`src/rtl/lane_err_logger.sv`:
```
module lane_err_logger #(
  parameter int LANES = 14,
  parameter int CNT_W = 10,
  parameter int IDX_W = 4
) (
  input  logic             clk,
  input  logic             rst_n,
  input  logic             clr,
  input  logic             cmp_valid,
  input  logic [LANES-1:0] rx_bits,
  input  logic [LANES-1:0] exp_bits,
  input  logic [LANES-1:0] lane_en,
  output logic [CNT_W-1:0] err_count,
  output logic [IDX_W-1:0] first_lane,
  output logic             lane_logged
);
  localparam int PW = $clog2(LANES + 1);
  localparam logic [CNT_W:0] MAXC = {1'b0, {CNT_W{1'b1}}};

  logic [LANES-1:0] fail;
  logic [PW-1:0]    nfail;
  logic [IDX_W-1:0] top_idx;
  logic [CNT_W:0]   sum;

  assign fail = (rx_bits ^ exp_bits) & lane_en & {LANES{cmp_valid}};

  always_comb begin
    nfail   = '0;
    top_idx = '0;
    for (int i = 0; i < LANES; i++) begin
      nfail = nfail + PW'(fail[i]);
      if (fail[i]) top_idx = IDX_W'(i);
    end
  end

  assign sum = {1'b0, err_count} + (CNT_W+1)'(nfail);

  always_ff @(posedge clk or negedge rst_n) begin
    if (!rst_n) begin
      err_count   <= '0;
      first_lane  <= '0;
      lane_logged <= 1'b0;
    end else if (clr) begin
      err_count   <= '0;
      first_lane  <= '0;
      lane_logged <= 1'b0;
    end else begin
      err_count <= (sum > MAXC) ? MAXC[CNT_W-1:0] : sum[CNT_W-1:0];
      if (!lane_logged && |fail) begin
        first_lane  <= top_idx;
        lane_logged <= 1'b1;
      end
    end
  end
endmodule


```
`config.mk`:
```
export PLATFORM = sky130hd
export DESIGN_NAME = lane_err_logger
export DESIGN_NICKNAME = d
export VERILOG_FILES = /design/src/rtl/lane_err_logger.sv
export SDC_FILE = /design/constraint.sdc
export NUM_CORES = 1
export LEC_CHECK = 0
export CORE_AREA = 2 2 59 61
export DETAILED_ROUTE_END_ITERATION = 7
export DIE_AREA = 0 0 61 63
export HOLD_SLACK_MARGIN = 0.08
export PLACE_DENSITY = 0.93
export SLEW_MARGIN = 25
export SYNTH_ARGS = -nofsm -noshare
export SYNTH_HDL_FRONTEND = slang
export SYNTH_SLANG_ARGS = --single-unit
```
`constraint.sdc`:
```
create_clock -name clk -period 8.7 [get_ports clk]
set_input_delay 1.74 -clock clk [delete_from_list [all_inputs] [get_ports clk]]
set_output_delay 1.74 -clock clk [all_outputs]
set_load 0.01 [all_outputs]
```
==> results.cfg <==
[run_status]
status = completed

[sta]
drv_slew = 0
fin_worst_skew_ps = 0.731
max_freq_mhz = 153
hold_viol_final = 0
setup_viol = 0
setup-tns-final_ps = 0
rsz0062_at_grt = no
finalCritPeriodShare_pct = 75.1
worstMarginPinSlew_ps = 655
slew_headroom_pct = 56.2
final.min_clock_period_ps = 6540

[synth]
synth_cell_types = 38
netlist_area_um2 = 1470
yosysSeqAreaShare_pct = 25.5
synth_seq_cells = 15
syn_inst = 152
synth-edff-count = 0
synth_ff_type = dfrtp_1
syn_nets = 217
synth_async_sr_flop_share_pct = 100
yosysWarnings = 0
synth.avg_cell_area_um2 = 9.68

[clock_tree]
hold_buffers = 0
post_cts_resized = 0
insertion_delay_ps = 300
cts_setup_buffers = 0
path_clk_slew_ps = 100
clock_path_buffers = 2
cts_made_buffers = 3
cts.sinks = 15
htree_levels = 1
cts-root-buf = clkbuf_4
cts_tree = built

[job]
maxCapViolCount = 0

[critical_path]
r2r_start = err_count[0]
end_kind = register
crit_required_ps = 8910
crit_arrival_ps = 6750
cp-start-kind = input pin
slowest_stage = clkdlybuf4s50_1
path_delay_family = adder cells
worstSetupPathType = in -> reg
critical-path-max-stage-delay_ps = 750
crit_path_cell_trace = clkdlybuf4s50_1, and3_4, inv_1, fa_1, fa_1, fa_1, inv_1, fa_1, fa_1, inv_1, fa_1, nor2b_1, o21a_1, o21ai_0, a21boi_1, and4_1, a211oi_1
worst-path-max-fanout = 15
cp.buffers_inverters = 4
crit_start = cmp_valid
critPathMostFrequentCell = fa_1

[die]
rows = 21
core_um2 = 3230
die_h_um = 63
die_area_um2 = 3840
die_w_um = 61
io-pin-count = 61
start_util_pct = 45.5

[power]
peakVddDrop_mv = 0.106
switchingPower_mw = 0.118
p_comb_share_pct = 58.5
sw_frac_of_total_pct = 38.1
p_leak_nw = 0.964
p_seq_share_pct = 27.7
clkPwrFrac_pct = 13.9
power.density_nw_per_um2 = 144
p_int_mw = 0.191

[global_routing]
grt_max_degree = 18
grt_pass1_wl_um = 5810
grt_antenna_before_repair = 0
gr-total-overflow = 0
grtUsageTotal_pct = 19.4
grt_pass1_vias = 1432

[worst_hold_path]
hold_path_class = reg -> reg
hp-start = err_count[8]

[final_layout]
design_area_um2 = 2140
final_common_cell = clkdlybuf4s50_1
drive_gt1_share_pct = 6.10
syn2layout_area_growth_pct = 45.2
antenna_cells = 0
fin_nets = 279
mostFrequentLayoutCells = 60 x clkdlybuf4s50_1, 21 x inv_1, 17 x xor2_1

[route]
wire_per_inst_um = 13.0
vias = 1300
routed_via_density = 5.02
route.detailed.drc = 0
drtIter0Drc = 46
ant_nets = 0
drtPass1Iterations = 4
routed_wl_um = 3380

[placement]
hpwl_um = 2820
place_area_um2 = 2110
io_buffer_count = 60
gp_congestion = 0.830
cell type report:
class                           instances  area (µm²)
Clock buffer                            3        22.5
Clock inverter                          1        7.51
Fill cell                             250        1090
Inverter                               21        78.8
Multi-Input combinational cell        113         995
Sequential cell                        15         375
Tap cell                               46        57.6
Timing Repair Buffer                   60         601
layer usage:
layer,global-route usage [%],vias to the layer above,part of all wire [%]
li1,-,646,-
met1,23.5,601,41
met2,32.5,47,49
met3,6.63,6,9.2
met4,4.35,0,1.3
met5,0,-,0
path summary, 6_finish.rpt:
path / end / cells past startpoint / slack (ps)
max: err_count[8] / 17 / 2160
min: err_count[8] / 1 / 540
max reg2reg: err_count[8] / 15 / 4260
min reg2reg: err_count[8] / 1 / 540
max in group asynchronous: first_lane[0] / 1 / 6440
min in group asynchronous: err_count[9] / 1 / 1830
flip-flops by register name (all words and copies together) (netlist names):
name and cells:
lane_logged 1, err_count 10, first_lane 4
synthesized netlist by cell type (all sizes together), types with 2 or more instances:
| master | count | area [µm²] |
|---|---|---|
| xnor2 | 2 | 17.5 |
| o21ai | 3 | 15.0 |
| nand3 | 8 | 40.0 |
| a31oi | 3 | 33.8 |
| inv | 21 | 78.8 |
| nor4 | 2 | 42.5 |
| and4 | 3 | 26.3 |
| a31o | 2 | 17.5 |
| buf | 2 | 18.8 |
| a21oi | 13 | 65.1 |
| nor2 | 8 | 30.0 |
| nand2 | 4 | 15.0 |
| and3 | 7 | 63.8 |
| xor2 | 17 | 149 |
| nor3 | 2 | 10.0 |
| nor3b | 2 | 15.0 |
| ha | 9 | 113 |
| dfrtp | 15 | 375 |
| fa | 10 | 200 |
| a211oi | 3 | 22.5 |
| a21o | 2 | 15.0 |
| nor2b | 2 | 12.5 |
through the flow:
step                hold WS (ps)  worst slack [ps]  power [mW]  util, %  cells
floorplan                    526              2770       0.200        -    152
global placement             506              1980       0.262     65.2    255
detailed placement           518              1830       0.265     65.2    255
CTS                          533              2150       0.310     66.1    259
global route                 580              1840       0.341     66.1    259
finish                       536              2160       0.308     66.1    259
cells by family after synthesis:
logic type,synth area share (%)
buf+inv,6.89
xor+xnor,11.3
flops,25.5
simple gates,19.7
fa+ha+maj,21.3
compound gates,15.3
power by group through the flow:
stage	logic, mW	clock network, mW	registers, mW
after detailed placement	0.178	0	0.0869
after global placement	0.175	0	0.0868
final	0.180	0.0427	0.0854
after global routing	0.206	0.0488	0.0867
after floorplan	0.109	0	0.0906
after CTS	0.182	0.0433	0.0855
Note: power is estimated with default switching activity, not from simulation.
